<file path="src/rtl/tx_ring_walker.sv">
module tx_ring_walker #(
  parameter int MAX_FRAME = 2032,
  parameter int AW = 32
) (
  input  logic          clk,
  input  logic          rst_n,
  input  logic          ctl_enable,
  input  logic          demand,
  input  logic          base_wr,
  input  logic [AW-1:0] base_wdata,
  output logic          mem_req,
  output logic          mem_we,
  output logic [AW-1:0] mem_addr,
  output logic [31:0]   mem_wdata,
  input  logic          mem_ack,
  input  logic [31:0]   mem_rdata,
  output logic [7:0]    tx_data,
  output logic          tx_valid,
  output logic          tx_last,
  input  logic          tx_ready,
  output logic          ev_buf,
  output logic          ev_frame,
  output logic          ev_babble
);
  localparam int CW = $clog2(MAX_FRAME + 1);
  localparam int DESC_STEP = 8;
  localparam int WRAP_BIT = 13;
  localparam int LAST_BIT = 11;

  typedef enum logic [2:0] {S_IDLE, S_HDR, S_PTR, S_WORD, S_BYTE, S_WB} st_t;
  st_t st;

  logic [AW-1:0] ring_base, desc_ptr, buf_ptr;
  logic [15:0]   d_flags, d_len, left;
  logic [CW-1:0] fcnt;
  logic [31:0]   word;
  logic          pend;

  wire go = demand & ctl_enable;
  wire [15:0] room = 16'(MAX_FRAME) - 16'(fcnt);
  wire over = d_len > room;
  wire [15:0] take = over ? room : d_len;
  wire [AW-1:0] next_desc = d_flags[WRAP_BIT] ? ring_base : desc_ptr + AW'(DESC_STEP);
  wire xfer = tx_valid & tx_ready;

  assign mem_req  = (st == S_HDR) || (st == S_PTR) || (st == S_WORD) || (st == S_WB);
  assign mem_we   = (st == S_WB);
  assign mem_addr = (st == S_PTR)  ? desc_ptr + AW'(4) :
                    (st == S_WORD) ? {buf_ptr[AW-1:2], 2'b00} : desc_ptr;
  assign mem_wdata = {1'b0, d_flags[14:0], d_len};
  assign tx_valid = (st == S_BYTE);
  assign tx_last  = tx_valid & d_flags[LAST_BIT] & (left == 16'd1);

  always_comb begin
    case (buf_ptr[1:0])
      2'd0:    tx_data = word[31:24];
      2'd1:    tx_data = word[23:16];
      2'd2:    tx_data = word[15:8];
      default: tx_data = word[7:0];
    endcase
  end

  always_ff @(posedge clk or negedge rst_n) begin
    if (!rst_n) begin
      st        <= S_IDLE;
      ring_base <= '0;
      desc_ptr  <= '0;
      buf_ptr   <= '0;
      d_flags   <= '0;
      d_len     <= '0;
      left      <= '0;
      fcnt      <= '0;
      word      <= '0;
      pend      <= 1'b0;
      ev_buf    <= 1'b0;
      ev_frame  <= 1'b0;
      ev_babble <= 1'b0;
    end else begin
      ev_buf    <= 1'b0;
      ev_frame  <= 1'b0;
      ev_babble <= 1'b0;
      if (go && st != S_IDLE) pend <= 1'b1;
      case (st)
        S_IDLE: if (go) st <= S_HDR;
        S_HDR: if (mem_ack) begin
          d_flags <= mem_rdata[31:16];
          d_len   <= mem_rdata[15:0];
          if (mem_rdata[31]) st <= S_PTR;
          else if (pend || go) begin
            pend <= 1'b0;
            st   <= S_HDR;
          end else st <= S_IDLE;
        end
        S_PTR: if (mem_ack) begin
          buf_ptr <= mem_rdata[AW-1:0];
          left    <= take;
          if (over) ev_babble <= 1'b1;
          st <= (take == 16'd0) ? S_WB : S_WORD;
        end
        S_WORD: if (mem_ack) begin
          word <= mem_rdata;
          st   <= S_BYTE;
        end
        S_BYTE: if (xfer) begin
          buf_ptr <= buf_ptr + AW'(1);
          left    <= left - 16'd1;
          fcnt    <= fcnt + CW'(1);
          if (left == 16'd1) st <= S_WB;
          else if (buf_ptr[1:0] == 2'd3) st <= S_WORD;
        end
        S_WB: if (mem_ack) begin
          ev_buf <= 1'b1;
          if (d_flags[LAST_BIT]) begin
            ev_frame <= 1'b1;
            fcnt     <= '0;
          end
          desc_ptr <= next_desc;
          st <= S_HDR;
        end
        default: st <= S_IDLE;
      endcase
      if (base_wr) begin
        ring_base <= base_wdata & ~AW'(3);
        desc_ptr  <= base_wdata & ~AW'(3);
      end
    end
  end

  a_r12_mem_hold: assert property (@(posedge clk) disable iff (!rst_n)
    mem_req && !mem_ack && !base_wr |=> mem_req && $stable(mem_addr) && $stable(mem_we));
  a_r12_aligned: assert property (@(posedge clk) disable iff (!rst_n)
    mem_req |-> mem_addr[1:0] == 2'b00);
  a_r11_stream_hold: assert property (@(posedge clk) disable iff (!rst_n)
    tx_valid && !tx_ready |=> tx_valid && $stable(tx_data) && $stable(tx_last));
  a_r6_wb_not_ready: assert property (@(posedge clk) disable iff (!rst_n)
    mem_req && mem_we |-> !mem_wdata[31]);
  a_r6_frame_with_buf: assert property (@(posedge clk) disable iff (!rst_n)
    ev_frame |-> ev_buf);
  a_r8_frame_cap: assert property (@(posedge clk) disable iff (!rst_n)
    32'(fcnt) <= MAX_FRAME);
  a_r2_stay_idle: assert property (@(posedge clk) disable iff (!rst_n)
    st == S_IDLE && !ctl_enable |=> !mem_req && !tx_valid);
endmodule

</file>
<file path="config.mk">
export PLATFORM = sky130hd
export DESIGN_NAME = tx_ring_walker
export DESIGN_NICKNAME = d
export VERILOG_FILES = /design/src/rtl/tx_ring_walker.sv
export SDC_FILE = /design/constraint.sdc
export NUM_CORES = 1
export LEC_CHECK = 0
export ABC_AREA = 1
export BUFFER_PORTS_ARGS = -buffer_cell sky130_fd_sc_hd__buf_4
export CAP_MARGIN = 40
export CORE_ASPECT_RATIO = 1.25
export CORE_MARGIN = 5
export CORE_UTILIZATION = 65
export CTS_BUF_LIST = sky130_fd_sc_hd__clkbuf_8
export CTS_CLUSTER_DIAMETER = 100
export DETAILED_ROUTE_END_ITERATION = 16
export GPL_ROUTABILITY_DRIVEN = 0
export PLACE_DENSITY = 0.85
export SYNTH_ARGS = -nofsm -noshare
export SYNTH_HDL_FRONTEND = slang
export SYNTH_SLANG_ARGS = --single-unit
</file>
<file path="constraint.sdc">
create_clock -name clk -period 5.5 [get_ports clk]
set_input_delay 1.1 -clock clk [delete_from_list [all_inputs] [get_ports clk]]
set_output_delay 1.1 -clock clk [all_outputs]
set_load 0.01 [all_outputs]
</file>
After elaboration in Yosys (flattened, before gate mapping)
Cells that the tools add are included.
Word-level totals
  bits in registers: 191
  memory bits (read-only): 0
  output and inout bits: 79
  logic and storage cells: 103
  input bits: 71
  bits in latches: 0
  bits in writable memories: 0
  memories kept: 0
Cells by class
  $add $sub $neg: 6
  $mul: 0
  shifts and indexed selects: 0
  divide/modulo/power cells: 0
  reductions and logical operators: 19
  multiplexer cells: 43
  order comparisons: 1
  equality and inequality tests: 17
  bitwise gates (word level): 4
Operators with widths (count)
  two-way mux 32 bit: 8
  one-hot mux 32 bit (2 select lines): 1
  two-way mux 16 bit: 3
  two-way mux 11 bit: 3
  adder 32 x 1 -> 32 bit (second input constant): 1
  adder 32 x 3 -> 32 bit (second input constant): 1
  adder 32 x 4 -> 32 bit (second input constant): 1
  one-hot mux 16 bit (2 select lines): 1
  two-way mux 3 bit: 9
  one-hot mux 8 bit (3 select lines): 1
  one-hot mux 11 bit (2 select lines): 1
  one-hot mux 3 bit (6 select lines): 1
  equality test 16 x 1 -> 1 bit (second input constant): 1
  > comparator 16 bit: 1
  logical NOT 16 bit: 1
  subtractor 16 x 1 -> 16 bit (second input constant): 1
  two-way mux 1 bit: 14
  subtractor 11 x 11 -> 12 bit (first input constant): 1
  adder 11 x 1 -> 11 bit (second input constant): 1
  != test 2 bit (second input constant): 4
  nonzero test 2 bit: 4
  AND reduction 7 bit: 1
  equality test 3 x 2 -> 1 bit (second input constant): 2
  equality test 3 bit (second input constant): 2
  15 further kinds: 26

Logic depth before layout (Yosys ltp)
Gate-level depths: netlist (run 1).
  depth in word-level cells: 7
  depth in mapped cells: 26
  mapped depth without buffers: 25

Least setup slack after synthesis (run 1)
Ideal clock, no wire load.
  kind: reg2out
  start: register desc_ptr[3]
  end: output port mem_addr[29]
  data required time: 4.400 ns
  cell stages (with the launch flop): 11
  buffers on the path: 0
  data arrival time: 1.819 ns
  path slack: 2.581 ns
  cell sequence: dfrtp_1 -> ha_1 -> nand3_2 -> nor2_4 -> inv_2 -> nor2_4 -> inv_2 -> nor4_4 -> nand2_1 -> o31ai_1 -> o221ai_1
On the way
  word-level cells in the longest chain between the ends: 2
Ends and longest elaborated chain
  start: declaration: line 33  | logic [AW-1:0] ring_base, desc_ptr, buf_ptr;
  start signal: assignment: line 117  | desc_ptr <= next_desc;
  start signal: assignment: line 124  | desc_ptr <= base_wdata & ~AW'(3);
  adder 32 x 3 -> 32 bit: line 48  | assign mem_addr = (st == S_PTR) ? desc_ptr + AW'(4) :
  two-way mux 32 bit: line 48
  end: declaration: line 13  | output logic [AW-1:0] mem_addr,
Every way passes these cells.

Worst setup path after layout (run 1)
Ends and elaborated chain as after synthesis.

==> impl_metrics.py, run 1 <==
metrics = {
    "finish": {
        "register_area_sq_um": 4730,
        "fin_cells": 1930,
        "postLayoutCoreUtil_pct": 74.3,
        "fillers": 1457,
        "area_growth_pct": 13.6,
        "multi_input_area_sq_um": 5950,
        "n_antenna_cell": 0,
        "nNetsFinal": 1786,
        "drive_gt1_share_pct": 14.2,
    },
    "yosys": {
        "ys_warn_count": 0,
        "synth_adder_area_share_pct": 2.77,
        "synthSimpleGateAreaFrac_pct": 24.2,
        "ys_ff_latch": 189,
        "avgSynthCellArea_sq_um": 7.39,
        "synthFlopType": "dfrtp_1",
        "yosysMostFrequentCell": "nand2_1",
        "synth_top_family_by_area": "simple AND/OR/NAND/NOR gates",
        "netlist.area_leader.share_pct": 40.3,
        "synthArstFlopShare_pct": 100,
        "seq_area_frac_synth_pct": 40.3,
        "syn_area_sq_um": 11700,
        "synth_compound_area_share_pct": 18.6,
        "muxShareOfSynthArea_pct": 0,
        "synth-edff-count": 0,
        "synth_common_cells": "nand2_1 (390), dfrtp_1 (189), o21ai_0 (183), inv_1 (182), nor2_1 (108)",
        "synth_cell_types": 52,
        "synth_top_cell_by_area": "dfrtp_1",
        "syn-instance-count": 1589,
        "synth-xor-area-share_pct": 5.00,
        "synth.area.top_cells": "dfrtp_1 (40%), nand2_1 (12%), o21ai_0 (7.8%), inv_1 (5.8%), xor2_1 (4.7%)",
    },
    "power_and_ir_drop": {
        "p_clk_share_pct": 14.2,
        "combPwrFrac_pct": 50.0,
        "ir_drop_v": 0.000253,
        "power_mw": 6.79,
        "p_int_mw": 3.56,
        "switching_share_pct": 47.6,
        "pwr-share-seq_pct": 35.8,
        "power-per-cell-area_nw_per_um2": 509,
        "leakage_nw": 6.47,
        "switching_power_mw": 3.23,
    },
    "worst_setup_path": {
        "rr_startpoint": "fcnt[0]",
        "critPathLaunchType": "flip-flop",
        "crit_arrival_ps": 3000,
        "startpoint": "desc_ptr[3]",
        "reg2regPathDepth": 25,
        "rrSetupSlack_ps": 1820,
        "cp_max_fo": 6,
        "end_kind": "output port",
        "reg2reg_to": "st[1]",
        "critPathKind": "reg2out",
        "cp.required_ps": 4400,
    },
    "routing": {
        "drt_first_pass_iters": 6,
        "drt_wl_total_um": 34000,
        "vias_per_cell": 5.99,
        "route.detailed.wl_per_inst_um": 17.6,
        "dr_total_vias": 11552,
        "drtIter0Drc": 1061,
        "drc_errors": 0,
        "ant_nets": 0,
    },
    "global_routing": {
        "grt_first_pass_wirelength_um": 53800,
        "grt_pass1_vias": 10710,
        "grt-ovfl-total": 0,
        "antenna_found_initial": 0,
        "grt_usage_pct": 32.3,
        "grt_max_degree": 105,
    },
    "timing": {
        "finalMaxSlewViolations": 0,
        "rsz0062_at_grt": "false",
        "worst_hold_slack_ps": 434,
        "slew_headroom_pct": 45.7,
        "worstMarginPinSlew_ps": 810,
        "period_share_pct": 74.6,
        "min_period_ps": 4100,
        "fin_worst_skew_ps": 14.6,
        "setup_tns_ps": 0,
        "setup_viol": 0,
        "final_hold_viol_count": 0,
        "fmax_mhz": 244,
    },
    "floorplanning": {
        "die_area_sq_um": 20900,
        "rows": 55,
        "ioPinCount": 150,
        "core-area_sq_um": 18000,
        "die_w_um": 130,
        "initial_core_util_pct": 65.4,
        "die_y_um": 160,
    },
    "clock_network": {
        "root_buffer": "clkbuf_8",
        "tritoncts": "done",
        "cts_buffers": 17,
        "ctsHoldBuffers": 0,
        "clock_path_buffers": 2,
        "ctsResizeCount": 0,
        "path_clk_slew_ps": 110,
        "htreeDepth": 4,
        "insertion_delay_ps": 490,
        "cts_num_sinks": 189,
        "cts_setup_buffers": 0,
    },
    "worst_hold_path": {
        "hold_path_class": "in2async",
    },
    "outcome": {
        "outcome": "completed",
    },
    "run": {
        "cap_violations": 0,
    },
    "placement": {
        "hpwlAfterDp_um": 25400,
        "io_buffers": 144,
        "placed_cells": 1898,
    },
}
[through the flow]
stage	cell area [sq um]	setup slack, ps
2_1_floorplan	11800	2580
3_3_place_gp	12900	2000
3_5_place_dp	12900	1910
4_1_cts	13300	1460
5_1_grt	13300	1210
6_report	13300	1400
[worst max path at each step]
stage | to | slack [ps] | cells after the start
3_3_place_gp | st[1] | 2000 | 22
2_1_floorplan | mem_addr[29] | 2580 | 10
5_1_grt | mem_addr[29] | 1210 | 11
6_report | mem_addr[29] | 1400 | 11
3_5_place_dp | st[1] | 1910 | 20
4_1_cts | mem_addr[29] | 1460 | 11
[flip-flops by register name (all words and copies together), names as in the netlist, 3 cells and up]
register   flops
fcnt          11
buf_ptr       32
desc_ptr      30
d_len         16
ring_base     30
word          32
left          16
st             3
d_flags       15
[layer usage]
layer | track usage, % | vias up | wire, um
met5 | 0 | - | 0
met3 | 4.56 | 114 | 2870
met1 | 42.8 | 5407 | 13300
li1 | - | 5430 | -
met4 | 14.3 | 0 | 1440
met2 | 52.5 | 601 | 16500
[kinds of logic (layout without fill, tap and decap cells)]
| kind of cell | after synthesis | count (layout) |
|---|---|---|
| xor gates and xnor gates | 67 | 67 |
| adders and majority gates | 26 | 26 |
| buffers and inverters | 274 | 385 |
| and+or+nand+nor | 651 | 651 |
| AOI/OAI and AO/OA | 381 | 381 |
| other | 1 | 3 |
| DFF | 189 | 189 |
[final cells by class]
cell class              instances  area share (%)
clock buffers                  17            1.75
clock inverters                15            1.38
inverters                     197            5.54
multi-input cells            1128            44.6
flip-flops and latches        189            35.5
well taps                     228            2.14
repair buffers                156            9.07
[power groups by stage]
| stage | logic, mW | clock network [mW] | registers, mW |
|---|---|---|---|
| global route | 3.76 | 1.02 | 2.49 |
| global placement | 3.22 | 0 | 2.42 |
| detailed placement | 3.33 | 0 | 2.44 |
| floorplan | 2.21 | 0 | 2.30 |
| finish | 3.39 | 0.965 | 2.43 |
| CTS | 3.36 | 0.969 | 2.42 |
[critical path, stage by stage (launching register included)]
cell and delay, ps:
dfrtp_1 470, ha_1 260, nand3_2 190, nor2_4 200
inv_2 80, nor2_4 150, inv_2 80, nor4_4 340
nand2_1 150, o31ai_1 230, o221ai_1 180, buf_4 180
[cells in the final DEF, fill, tap and decap left out, types with 11 or more instances in the layout]
master and instances:
nand4_1 17, o221ai_1 28, o21ai_1 13, buf_4 153, o211ai_1 24, nor2_2 11, nor3_1 32, nand3_1 57
ha_1 26, clkbuf_8 18, a31oi_1 21, xor2_1 63, dfrtp_1 189, a21oi_1 87, o21ai_0 183, inv_2 12
inv_1 181, nor2_1 107, nand2_1 389
Note: power is estimated with default switching activity, not from simulation.
==> run 2: changes to the inputs <==
Settings changed: CORE_UTILIZATION 65 to 61, PLACE_DENSITY 0.85 to 0.8.
Clock period 5.5 ns to 3.8 ns, I/O delays scaled along.
==> impl_metrics.py, run 2 (same netlist as run 1, synthesis figures left out) <==
metrics = {
    "outcome": {
        "outcome": "completed",
    },
    "finish": {
        "nNetsFinal": 1792,
        "fillers": 1599,
        "top_regs": "buf_ptr: 32 flops, word: 32 flops",
        "area_growth_pct": 14.1,
        "fin_cells": 1940,
        "n_antenna_cell": 0,
        "register_area_sq_um": 4730,
        "final_cell_mix": "nand2_1 (389), dfrtp_1 (188), o21ai_0 (183)",
        "layout_commonest_cell": "nand2_1",
        "final_area_sq_um": 13400,
        "postLayoutCoreUtil_pct": 71.1,
        "multi_input_area_sq_um": 5970,
        "drive_gt1_share_pct": 14.7,
    },
    "routing": {
        "vias_per_cell": 5.98,
        "route.detailed.wl_per_inst_um": 17.9,
        "drtIter0Drc": 997,
        "dr_total_vias": 11603,
        "drc_errors": 0,
        "drt_first_pass_iters": 5,
        "ant_nets": 0,
        "drt_wl_total_um": 34800,
    },
    "placement": {
        "placed_cells": 1906,
        "io_buffers": 144,
        "hpwlAfterDp_um": 26200,
        "post_dp_cell_area_sq_um": 12900,
        "dp_slack_ps": 446,
    },
    "timing": {
        "fin_worst_skew_ps": 25.5,
        "fmax_mhz": 266,
        "period_share_pct": 99.1,
        "slew_headroom_pct": 45.7,
        "setup_ws_ps": 35.6,
        "min_period_ps": 3760,
        "finalMaxSlewViolations": 0,
        "worstMarginPinSlew_ps": 809,
        "setup_viol": 0,
        "final_hold_viol_count": 0,
    },
    "worst_hold_path": {
        "hold_path_class": "in2async",
    },
    "global_routing": {
        "grt_usage_pct": 31.5,
        "grt-ovfl-total": 0,
        "grt_pass1_vias": 10958,
        "antenna_found_initial": 0,
        "grt_max_degree": 85,
        "grt_first_pass_wirelength_um": 55600,
    },
    "worst_setup_path": {
        "critPathLaunchType": "flip-flop",
        "cp.depth": 11,
        "slowest_stage": "dfrtp_1",
        "critPathKind": "reg2out",
        "reg2reg_to": "buf_ptr[22]",
        "crit_buf_inv": 3,
        "cp_max_fo": 5,
        "crit_family": "simple AND/OR/NAND/NOR gates",
        "crit_chain": "ha_1, nand3_2, nor2_4, inv_2, nor2_4, inv_2, nor4_4, nand2_1, o31ai_1, o221ai_1, buf_4",
        "rr_startpoint": "st[1]",
        "cp.required_ps": 3040,
        "end_kind": "output port",
        "slowest_delay_ps": 440,
        "crit_arrival_ps": 3000,
        "reg2regPathDepth": 10,
        "rrSetupSlack_ps": 450,
    },
    "power_and_ir_drop": {
        "power-per-cell-area_nw_per_um2": 738,
        "ir_drop_v": 0.000323,
        "leakage_nw": 6.51,
        "power_mw": 9.89,
    },
    "clock_network": {
        "htreeDepth": 4,
        "root_buffer": "clkbuf_8",
        "insertion_delay_ps": 500,
        "path_clk_slew_ps": 120,
        "cts_num_sinks": 189,
        "tritoncts": "done",
        "clock_path_buffers": 2,
        "cts_buffers": 17,
    },
    "floorplanning": {
        "die_w_um": 134,
        "ioPinCount": 150,
        "die_area_sq_um": 22100,
        "core-area_sq_um": 18800,
        "initial_core_util_pct": 62.3,
        "rows": 56,
        "die_y_um": 165,
    },
    "run": {
        "cap_violations": 0,
    },
}
[run 2: cell count changes in the layout (fill, tap and decap cells not counted), moves of 2 or more]
cell / change
clkinvlp_4: -2
inv_6: -2
buf_4: +6
inv_8: +3
[run 2: report_power, final]
| group | leakage [nW] | switching, mW | internal [mW] | total, mW |
|---|---|---|---|---|
| Clock | 0.207 | 0.888 | 0.512 | 1.40 |
| Combinational | 4.00 | 3.09 | 1.87 | 4.96 |
| Sequential | 2.30 | 0.786 | 2.74 | 3.53 |
| Total | 6.51 | 4.76 | 5.13 | 9.89 |
[run 2: layout make-up]
type | count | area share [%]
Clock inverter | 15 | 1.40
Inverter | 197 | 5.52
Multi-Input combinational cell | 1128 | 44.6
Tap cell | 232 | 2.17
Sequential cell | 189 | 35.3
Clock buffer | 17 | 1.75
Timing Repair Buffer | 162 | 9.31
[run 2: through the flow]
step                      hold slack [ps]  setup TNS (ps)
after detailed placement              453               0
after floorplan                       436               0
after global routing                  341           -5.43
final                                 276               0
after CTS                             319               0
after global placement                450               0
[run 2: repair_timing]
item	4_1_cts	5_1_grt
hold endpoints to repair	0	0
hold buffers	0	0
buffers inserted	0	2
endpoints found under the setup margin	0	6
gates resized for setup	0	5
[run 2: how the worst max path moves through the flow]
stage                      from           end
floorplan               fcnt[0]         st[1]
global placement        fcnt[0]         st[1]
detailed placement      fcnt[0]         st[1]
CTS                 desc_ptr[3]  mem_addr[29]
global route        desc_ptr[4]  mem_addr[29]
finish              desc_ptr[4]  mem_addr[29]
[run 2: per-layer routing]
metal / part of all wire, % / wire length [um] / global-route usage, % / vias to the layer above
li1: - / - / - / 5457
met1: 40 / 13900 / 40.4 / 5466
met2: 47 / 16500 / 52.7 / 562
met3: 7.6 / 2640 / 5.06 / 118
met4: 4.9 / 1700 / 14.7 / 0
met5: 0 / 0 / 0 / -
[run 2: worst register-to-register path: cells and delay by family, from the launching register on]
kind / cells / cell delay, ps
buf+inv: 3 / 710
flops: 1 / 420
simple gates: 4 / 1610
compound gates: 3 / 520
==> run 3: changes to the inputs <==
Settings changed: ABC_AREA 1 to 0, CELL_PAD_IN_SITES_DETAIL_PLACEMENT from default to 0, CELL_PAD_IN_SITES_GLOBAL_PLACEMENT from default to 1, CORE_UTILIZATION 61 to 46, PLACE_DENSITY 0.8 to 0.81.
==> impl_metrics.py, run 3 <==
metrics = {
    "timing": {
        "rsz0062_at_grt": "true",
        "finalMaxSlewViolations": 0,
        "worst_hold_slack_ps": 309,
        "worstMarginPinSlew_ps": 792,
        "setup_viol": 0,
        "slew_headroom_pct": 47.2,
        "fin_worst_skew_ps": 20.0,
        "setup_tns_ps": 0,
        "final_hold_viol_count": 0,
        "fmax_mhz": 271,
        "period_share_pct": 97.0,
        "min_period_ps": 3690,
    },
    "clock_network": {
        "clock_path_buffers": 2,
        "cts_buffers": 17,
        "root_buffer": "clkbuf_8",
        "cts_num_sinks": 189,
        "insertion_delay_ps": 490,
        "path_clk_slew_ps": 110,
        "htreeDepth": 4,
        "tritoncts": "done",
    },
    "routing": {
        "drt_wl_total_um": 36700,
        "drtIter0Drc": 778,
        "dr_total_vias": 10888,
        "m1WireLength_um": 16200,
        "drt_first_pass_iters": 5,
        "route.detailed.wl_per_inst_um": 20.4,
        "ant_nets": 0,
        "routed-wl-met2_um": 17500,
        "top_layer_used": "met4",
        "dr_wl_met3_um": 2070,
        "drc_errors": 0,
        "vias_per_cell": 6.06,
    },
    "worst_setup_path": {
        "critPathKind": "reg2out",
        "critPathLaunchType": "flip-flop",
        "crit_arrival_ps": 2930,
        "cp.required_ps": 3040,
        "cp_max_fo": 10,
        "end_kind": "output port",
    },
    "yosys": {
        "netlist.area_leader.share_pct": 40.9,
        "synth_top_cell_by_area": "dfrtp_1",
        "synthFlopType": "dfrtp_1",
        "ys_ff_latch": 189,
        "syn_area_sq_um": 11600,
        "synth.area.top_cells": "dfrtp_1 (41%), a21oi_1 (6.1%), mux2_2 (6.1%), o21ai_0 (5.5%), nand2_1 (4.4%)",
        "synthArstFlopShare_pct": 100,
        "seq_area_frac_synth_pct": 40.9,
        "synth_cell_types": 70,
        "syn-instance-count": 1355,
        "avgSynthCellArea_sq_um": 8.53,
        "synth-edff-count": 0,
        "yosysMostFrequentCell": "dfrtp_1",
        "synth_common_cells": "dfrtp_1 (189), a21oi_1 (142), nand2_1 (135), o21ai_0 (127), nor2_1 (99)",
        "ys_warn_count": 0,
    },
    "finish": {
        "final_area_sq_um": 13400,
        "n_antenna_cell": 0,
        "top_regs": "buf_ptr: 32 flops, word: 32 flops",
        "layout_commonest_cell": "dfrtp_1",
        "drive_gt1_share_pct": 20.8,
        "nNetsFinal": 1547,
        "fillers": 2443,
        "area_growth_pct": 15.8,
        "final_cell_mix": "dfrtp_1 (187), buf_4 (175), a21oi_1 (141)",
    },
    "floorplanning": {
        "die_w_um": 152,
        "die_area_sq_um": 28400,
        "ioPinCount": 150,
        "core-area_sq_um": 25000,
        "initial_core_util_pct": 46.2,
        "rows": 65,
        "die_y_um": 187,
    },
    "power_and_ir_drop": {
        "leakage_nw": 5.67,
        "power_mw": 9.40,
        "power-per-cell-area_nw_per_um2": 702,
        "ir_drop_v": 0.000431,
    },
    "run": {
        "cap_violations": 0,
    },
    "global_routing": {
        "antenna_found_initial": 0,
        "grt_max_degree": 88,
        "grt_usage_pct": 25.6,
        "grt-ovfl-total": 0,
        "grt_pass1_vias": 10257,
        "grt_first_pass_wirelength_um": 57800,
    },
    "worst_hold_path": {
        "hold_path_class": "in2async",
    },
    "outcome": {
        "outcome": "completed",
    },
    "placement": {
        "post_dp_cell_area_sq_um": 12900,
        "hpwlAfterDp_um": 26700,
        "io_buffers": 144,
    },
}
==> run 3: cell count changes after synthesis, moves of 19 or more <==
| cell | previous run | this run |
|---|---|---|
| o211ai_1 | 24 | 5 |
| o221ai_1 | 28 | 5 |
| clkbuf_1 | 45 | 70 |
| o21ai_0 | 183 | 127 |
| o22ai_1 | 3 | 34 |
| a21oi_1 | 87 | 142 |
| xor2_1 | 63 | 7 |
| mux2_2 | 0 | 63 |
| nand2_1 | 390 | 135 |
| inv_1 | 182 | 61 |
==> run 3: cells by family after synthesis <==
group	Yosys count	share of synthesized area, %
muxes	78	7.44
AOI/OAI and AO/OA	439	23.1
and+or+nand+nor	438	18.6
buffers and inverters	166	5.78
DFF	189	40.9
xor gates and xnor gates	18	1.36
other	1	0.0324
adders and majority gates	26	2.81
==> run 3: where the power goes <==
| part | switching, mW | leakage [nW] | internal [mW] |
|---|---|---|---|
| Combinational | 2.47 | 3.19 | 1.98 |
| Sequential | 0.878 | 2.28 | 2.70 |
| Clock | 0.873 | 0.205 | 0.502 |
==> run 3: worst paths after layout <==
kind | end | slack, ps | startpoint | depth (start not counted)
min in group clk | ring_base[6] | 490 | base_wdata[6] | 3
worst min register to register | word[21] | 510 | word[21] | 2
worst min-delay path | ring_base[8] | 310 | rst_n | 1
worst max register to register | st[1] | 250 | fcnt[1] | 12
max in group asynchronous | st[0] | 2560 | rst_n | 2
worst max-delay path | mem_addr[27] | 110 | desc_ptr[20] | 7
==> run 3: stage by stage <==
stage                     utilization, %  instances  setup WS [ps]
final                               53.4       1798            112
after global routing                53.4       1798          -49.2
after CTS                           53.3       1797           28.7
after detailed placement            51.6       1765            297
after global placement              51.6       1765            316
after floorplan                        -       1357            453
==> run 3: timing repair <==
action                     in CTS  in global routing
resized for setup               2                  6
setup buffers                   0                  1
setup endpoints to repair       5                  8
hold buffers                    0                  0
==> run 3: critical path: stages, from the launching register on <==
cell and delay (ps):
dfrtp_1 550, nand4_1 350, or2_2 460, nor4_2 350, a21oi_1 110, a31o_2 210, a21oi_1 240, buf_4 170
==> run 3: routing by layer <==
layer | track usage [%] | vias up
met4 | 7.92 | 0
met1 | 36.4 | 5329
li1 | - | 5145
met3 | 3.76 | 48
met2 | 40.3 | 366
met5 | 0 | -
==> run 3: cell type report <==
cell class | count | area, sq um | area share [%]
Clock inverter | 15 | 178 | 1.33
Tap cell | 335 | 419 | 3.13
Sequential cell | 189 | 4730 | 35.4
Clock buffer | 17 | 234 | 1.75
Inverter | 63 | 236 | 1.77
Timing Repair Buffer | 177 | 1350 | 10.1
Multi-Input combinational cell | 1002 | 6240 | 46.6
